### src/rtl/hzd_pkg.sv
package hzd_pkg;

  localparam int NSRC = 2;

  typedef enum logic [1:0] {
    CLS_NOP   = 2'd0,
    CLS_ALU   = 2'd1,
    CLS_LOAD  = 2'd2,
    CLS_STORE = 2'd3
  } op_cls_e;

  typedef enum logic [1:0] {
    SEL_RF    = 2'b00,
    SEL_EXMEM = 2'b01,
    SEL_MEMWB = 2'b10
  } fwd_sel_e;

endpackage

### src/rtl/hzd_rst_sync.sv
module hzd_rst_sync #(
  parameter int STAGES = 2
) (
  input  logic clk,
  input  logic rst_n_in,
  output logic rst_n_out
);

  logic [STAGES-1:0] shift_q;

  always_ff @(posedge clk or negedge rst_n_in) begin
    if (!rst_n_in) shift_q <= '0;
    else           shift_q <= {shift_q[STAGES-2:0], 1'b1};
  end

  assign rst_n_out = shift_q[STAGES-1];

endmodule

### src/rtl/hzd_src_match.sv
module hzd_src_match #(
  parameter int AW = 5
) (
  input  logic [AW-1:0] src,
  input  logic [AW-1:0] ex_dst,
  input  logic          ex_wr,
  input  logic [AW-1:0] mem_dst,
  input  logic          mem_wr,
  input  logic [AW-1:0] wb_dst,
  input  logic          wb_wr,
  output logic          hit_ex,
  output logic          hit_mem,
  output logic          hit_wb
);

  logic src_live;

  always_comb begin
    src_live = (src != '0);
    hit_ex   = src_live && ex_wr  && (ex_dst  == src);
    hit_mem  = src_live && mem_wr && (mem_dst == src);
    hit_wb   = src_live && wb_wr  && (wb_dst  == src);
  end

endmodule

### src/rtl/hzd_route.sv
module hzd_route
  import hzd_pkg::*;
(
  input  op_cls_e  cls,
  input  logic     ex_ld,
  input  logic     a_hit_ex,
  input  logic     a_hit_mem,
  input  logic     a_hit_wb,
  input  logic     b_hit_ex,
  input  logic     b_hit_mem,
  input  logic     b_hit_wb,
  output logic     stall,
  output fwd_sel_e sel_a,
  output fwd_sel_e sel_b,
  output logic     sd_late,
  output logic     rf_fwd_a,
  output logic     rf_fwd_b
);

  logic a_read;
  logic b_alu;
  logic b_store;
  logic b_read;

  always_comb begin
    a_read  = (cls != CLS_NOP);
    b_alu   = (cls == CLS_ALU);
    b_store = (cls == CLS_STORE);
    b_read  = b_alu || b_store;

    // a loaded value is late for execute, but not for the store-data slot
    stall = ex_ld && ((a_read && a_hit_ex) || (b_alu && b_hit_ex));

    sel_a = SEL_RF;
    if (a_read) begin
      if (a_hit_ex)       sel_a = SEL_EXMEM;
      else if (a_hit_mem) sel_a = SEL_MEMWB;
    end

    sel_b   = SEL_RF;
    sd_late = 1'b0;
    if (b_read) begin
      if (b_hit_ex) begin
        if (ex_ld) sd_late = b_store;
        else       sel_b   = SEL_EXMEM;
      end else if (b_hit_mem) begin
        sel_b = SEL_MEMWB;
      end
    end

    rf_fwd_a = a_read && a_hit_wb;
    rf_fwd_b = b_read && b_hit_wb;
  end

endmodule

### src/rtl/hzd_sel_pipe.sv
module hzd_sel_pipe
  import hzd_pkg::*;
(
  input  logic     clk,
  input  logic     rst_n,
  input  logic     bubble,
  input  fwd_sel_e sel_a_in,
  input  fwd_sel_e sel_b_in,
  input  logic     sd_late_in,
  output fwd_sel_e sel_a_q,
  output fwd_sel_e sel_b_q,
  output logic     sd_mem_q
);

  fwd_sel_e sel_a_d;
  fwd_sel_e sel_b_d;
  logic     late_d;
  logic     late_q;
  logic     idex_en;

  assign idex_en = 1'b1;

  always_comb begin
    if (bubble) begin
      sel_a_d = SEL_RF;
      sel_b_d = SEL_RF;
      late_d  = 1'b0;
    end else begin
      sel_a_d = sel_a_in;
      sel_b_d = sel_b_in;
      late_d  = sd_late_in;
    end
  end

  always_ff @(posedge clk or negedge rst_n) begin
    if (!rst_n) begin
      sel_a_q  <= SEL_RF;
      sel_b_q  <= SEL_RF;
      late_q   <= 1'b0;
      sd_mem_q <= 1'b0;
    end else if (idex_en) begin
      sel_a_q  <= sel_a_d;
      sel_b_q  <= sel_b_d;
      late_q   <= late_d;
      sd_mem_q <= late_q;
    end
  end

endmodule

### src/rtl/hzd_bypass_ctrl.sv
module hzd_bypass_ctrl
  import hzd_pkg::*;
#(
  parameter int AW = 5
) (
  input  logic          clk,
  input  logic          rst_n,
  input  logic [1:0]    id_cls,
  input  logic [AW-1:0] id_src_a,
  input  logic [AW-1:0] id_src_b,
  input  logic [AW-1:0] ex_dst,
  input  logic          ex_wr,
  input  logic          ex_ld,
  input  logic [AW-1:0] mem_dst,
  input  logic          mem_wr,
  input  logic [AW-1:0] wb_dst,
  input  logic          wb_wr,
  output logic          stall,
  output logic          rf_fwd_a,
  output logic          rf_fwd_b,
  output logic [1:0]    ex_sel_a,
  output logic [1:0]    ex_sel_b,
  output logic          mem_sd_sel
);

  logic          rst_sync_n;
  logic [AW-1:0] src_vec [NSRC];
  logic          hit_ex  [NSRC];
  logic          hit_mem [NSRC];
  logic          hit_wb  [NSRC];
  op_cls_e       cls;
  fwd_sel_e      sel_a_c;
  fwd_sel_e      sel_b_c;
  fwd_sel_e      sel_a_r;
  fwd_sel_e      sel_b_r;
  logic          sd_late_c;
  logic          stall_c;

  hzd_rst_sync #(.STAGES(2)) u_rst (
    .clk       (clk),
    .rst_n_in  (rst_n),
    .rst_n_out (rst_sync_n)
  );

  assign src_vec[0] = id_src_a;
  assign src_vec[1] = id_src_b;
  assign cls        = op_cls_e'(id_cls);

  for (genvar g = 0; g < NSRC; g++) begin : g_src
    hzd_src_match #(.AW(AW)) u_match (
      .src     (src_vec[g]),
      .ex_dst  (ex_dst),
      .ex_wr   (ex_wr),
      .mem_dst (mem_dst),
      .mem_wr  (mem_wr),
      .wb_dst  (wb_dst),
      .wb_wr   (wb_wr),
      .hit_ex  (hit_ex[g]),
      .hit_mem (hit_mem[g]),
      .hit_wb  (hit_wb[g])
    );
  end

  hzd_route u_route (
    .cls       (cls),
    .ex_ld     (ex_ld),
    .a_hit_ex  (hit_ex[0]),
    .a_hit_mem (hit_mem[0]),
    .a_hit_wb  (hit_wb[0]),
    .b_hit_ex  (hit_ex[1]),
    .b_hit_mem (hit_mem[1]),
    .b_hit_wb  (hit_wb[1]),
    .stall     (stall_c),
    .sel_a     (sel_a_c),
    .sel_b     (sel_b_c),
    .sd_late   (sd_late_c),
    .rf_fwd_a  (rf_fwd_a),
    .rf_fwd_b  (rf_fwd_b)
  );

  hzd_sel_pipe u_pipe (
    .clk        (clk),
    .rst_n      (rst_sync_n),
    .bubble     (stall_c),
    .sel_a_in   (sel_a_c),
    .sel_b_in   (sel_b_c),
    .sd_late_in (sd_late_c),
    .sel_a_q    (sel_a_r),
    .sel_b_q    (sel_b_r),
    .sd_mem_q   (mem_sd_sel)
  );

  assign stall    = stall_c;
  assign ex_sel_a = sel_a_r;
  assign ex_sel_b = sel_b_r;

endmodule

### config.mk
export PLATFORM = sky130hd
export DESIGN_NAME = hzd_bypass_ctrl
export DESIGN_NICKNAME = d
export VERILOG_FILES = /design/src/rtl/hzd_pkg.sv /design/src/rtl/hzd_rst_sync.sv /design/src/rtl/hzd_src_match.sv /design/src/rtl/hzd_route.sv /design/src/rtl/hzd_sel_pipe.sv /design/src/rtl/hzd_bypass_ctrl.sv
export SDC_FILE = /design/constraint.sdc
export NUM_CORES = 1
export LEC_CHECK = 0
export BUFFER_PORTS_ARGS = -buffer_cell sky130_fd_sc_hd__buf_2
export CAP_MARGIN = 20
export CORE_MARGIN = 3
export CORE_UTILIZATION = 25
export CTS_CLUSTER_SIZE = 25
export DETAILED_ROUTE_END_ITERATION = 12
export SYNTH_ARGS = -nofsm -noshare
export SYNTH_HDL_FRONTEND = slang
export SYNTH_SLANG_ARGS = --single-unit
### constraint.sdc
create_clock -name clk -period 2.9 [get_ports clk]
set_input_delay 0 -clock clk [delete_from_list [all_inputs] [get_ports clk]]
set_output_delay 0 -clock clk [all_outputs]
set_load 0.02 [all_outputs]
==> metrics.yaml <==
route:
  drtIter0Drc: 2
  post_drt_wl_per_cell_um: 13.23
  totalWireLength_mm: 1.892
  dr.pass1.iters: 4
  drt-vias-per-instance: 4.769
  drc: 0
  vias: 682
  final_antenna_net_count: 0
critical_path:
  r2r_slack_ps: 2420
  crit_arrival_ps: 1420
  rr_endpoint: "u_rst.shift_q[1]$_DFF_PN0_"
  worst-setup-path-type: "primary input to output pin"
  crit_chain: "buf_2, or4_1, o22a_2, and4_4, a21o_1, buf_2"
  reg2reg_depth: 0
  r2r_start: "u_rst.shift_q[0]$_DFF_PN0_"
  crit_slowest_cell: "or4_1"
  cp.required_ps: 2900
  cp_slowest_stage_delay_ps: 530
  path_max_fanout: 4
  end_kind: "output pin"
  cp_common_cell: "buf_2"
  startpoint_type: "primary input"
clock_tree:
  clk-insertion-delay-late_ps: 240
  cts_sinks: 8
  cts-root-buf: "clkbuf_4"
  cts_tree: "yes"
  clockBufferDepth: 2
  cts_setup_buffers: 0
  htree_num_levels: 1
  path_clk_slew_ps: 50
  numCtsBuffers: 3
sta:
  max_freq_mhz: 702.7
  slew_violations: 0
  clock-skew-final_ps: 2.054
  rsz0062_at_grt: "no"
  finalHoldWorstSlack_ps: 12.74
  hold_viol: 0
  post-route-min-period_ps: 1423
  fin_crit_sh: 0.4907
  setup_viol: 0
  layout_setup_ws_ps: 1477
  tns_ps: 0
global_routing:
  grt_overflow: 0
  grt_pass1_vias: 707
  grt-busiest-layer: "met2"
  met1_usage: 0.1511
  grt_max_degree: 7
  antenna_found_initial: 0
  grt_pass1_wl_mm: 3.111
  grt.met2_usage: 0.2048
  grtUsageTotal: 0.1186
  use_met3: 0.01782
floorplan:
  io_pins: 41
  dieArea_um2: 3390
  start_util: 0.2679
  coreArea_um2: 2545
  dieHeight_um: 58.23
  die_w_um: 58.23
  num_rows: 18
placement:
  dp_worst_setup_slack_ps: 1364
  port-buffer-count: 40
  place.gp.congestion: 0.8066
  place_area_um2: 919.6
final_layout:
  drive_gt1_frac: 0.4248
  nNetsFinal: 148
  fin_area_um2: 952.2
  antennaDiodeCount: 0
  fill_cells: 276
  area_growth_pct: 39.63
power:
  p_seq_frac: 0.400
  power_density_nw_per_um2: 303.4
  p_leak_uw: 0.0004536
  power_frac_comb: 0.324
  power_frac_clock: 0.276
  switching_share: 0.2895
  p_sw_uw: 83.64
  ir_drop_mv: 0.2032
  intPower_uw: 205.2
yosys:
  syn_area_per_cell_um2: 9.883
  ys_warn_count: 0
  ys_seq_elements: 8
  syn-num-nets: 102
  ys_seq_area_frac: 0.2936
  netlist_instances: 69
  synth_cell_type_count: 21
  synth_area_um2: 681.9
run:
  maxCapViolCount: 0
outcome:
  status: "complete, no violations"
min_path:
  hold_path_depth: 2
  holdCritPathClass: "primary input to flip-flop"
  hold_end: "u_pipe.sel_a_q[0]$_DFF_PN0_"
  min_from: "ex_ld"
## kinds of logic after synthesis
group           after synthesis  synth area share
buf+inv                       1          0.005499
other cells                   1          0.005499
xor+xnor                     30            0.3853
compound gates                5           0.09176
simple gates                 24            0.2183
flops                         8            0.2936
## cells in the final DEF (no fill, tap or decap)
master         netlist  final
o22a_2               1      1
dlygate4sd3_1        0      1
and3_1               1      1
nor3_1               3      3
a2111oi_4            1      1
buf_2                0     40
and4_2               1      1
nor2_1               2      2
conb_1               1      1
and4_4               1      1
clkbuf_4             0      3
xnor2_1             14     14
nand2_1              2      2
or4_1                2      2
dfrtp_1              8      8
nand4_1              4      4
inv_1                1      1
nor4_1               6      6
a21o_1               1      1
nand3_1              1      1
o2111ai_1            1      1
o21ai_2              1      1
and4_1               1      1
xor2_1              16     16
## synth_stat cells, drive strengths merged
library cell | instances | area share
xor2 | 16 | 0.21
xnor2 | 14 | 0.18
dfrtp | 8 | 0.29
nor4 | 6 | 0.055
nand4 | 4 | 0.037
and4 | 3 | 0.044
nor3 | 3 | 0.022
nand2 | 2 | 0.011
nor2 | 2 | 0.011
or4 | 2 | 0.022
a2111oi | 1 | 0.040
a21o | 1 | 0.011
and3 | 1 | 0.0092
conb | 1 | 0.0055
inv | 1 | 0.0055
nand3 | 1 | 0.0073
o2111ai | 1 | 0.013
o21ai | 1 | 0.013
o22a | 1 | 0.015
## metal layers
metal | vias to the layer above | part of all wire
met3 | 2 | 0.095
met5 | - | 0
met4 | 0 | 0.0069
met2 | 42 | 0.47
li1 | 340 | -
met1 | 298 | 0.43
## registers in the layout (all words and copies together), names as in the netlist
name / flops
u_rst.shift_q: 2
u_pipe.sel_a_q: 2
u_pipe.sel_b_q: 2
u_pipe.late_q: 1
u_pipe.sd_mem_q: 1
## through the flow
stage | power (µW) | instances | util
2_1_floorplan | 161.5 | 69 | -
3_3_place_gp | 208.7 | 139 | 0.3614
3_5_place_dp | 210.7 | 139 | 0.3614
4_1_cts | 293.8 | 143 | 0.3741
5_1_grt | 310.0 | 143 | 0.3741
6_report | 288.9 | 143 | 0.3741
## critical path, delay by kind of cell
family,cells,cell delay [ps]
and+or+nand+nor,2,720
buffers and inverters,2,280
AOI/OAI and AO/OA,2,420
## worst max-delay path by stage
stage / from / cells after the start / slack [ps] / to
final: id_src_a[2] / 6 / 1480 / stall
after global routing: id_src_a[4] / 6 / 1320 / stall
after CTS: id_src_a[2] / 6 / 1470 / stall
after detailed placement: id_src_a[2] / 5 / 1360 / u_pipe.sel_b_q[1]$_DFF_PN0_
after global placement: id_src_a[2] / 5 / 1390 / u_pipe.sel_b_q[1]$_DFF_PN0_
after floorplan: id_src_a[2] / 4 / 1570 / u_pipe.sel_b_q[1]$_DFF_PN0_
## cell type report
type | instances | area, µm² | area share
multi-input combinational | 60 | 478.0 | 0.5020
sequential | 8 | 200.2 | 0.2102
tap | 30 | 37.54 | 0.03942
inverter | 1 | 3.754 | 0.003942
clock buffer | 3 | 22.52 | 0.02365
timing repair buffer | 41 | 210.2 | 0.2208
## repair_timing
item,in CTS,in global routing
gates resized for setup,0,0
hold buffers,1,0
hold endpoints to repair,2,0
## power by group through the flow
stage	Clock (µW)	Sequential (µW)	Combinational, µW
3_3_place_gp	0	117	91.2
4_1_cts	83.6	116	94.3
2_1_floorplan	0	118	43.7
6_report	79.7	116	93.5
5_1_grt	90.8	116	103
3_5_place_dp	0	118	93.0
(Power assumes the default switching activity.)
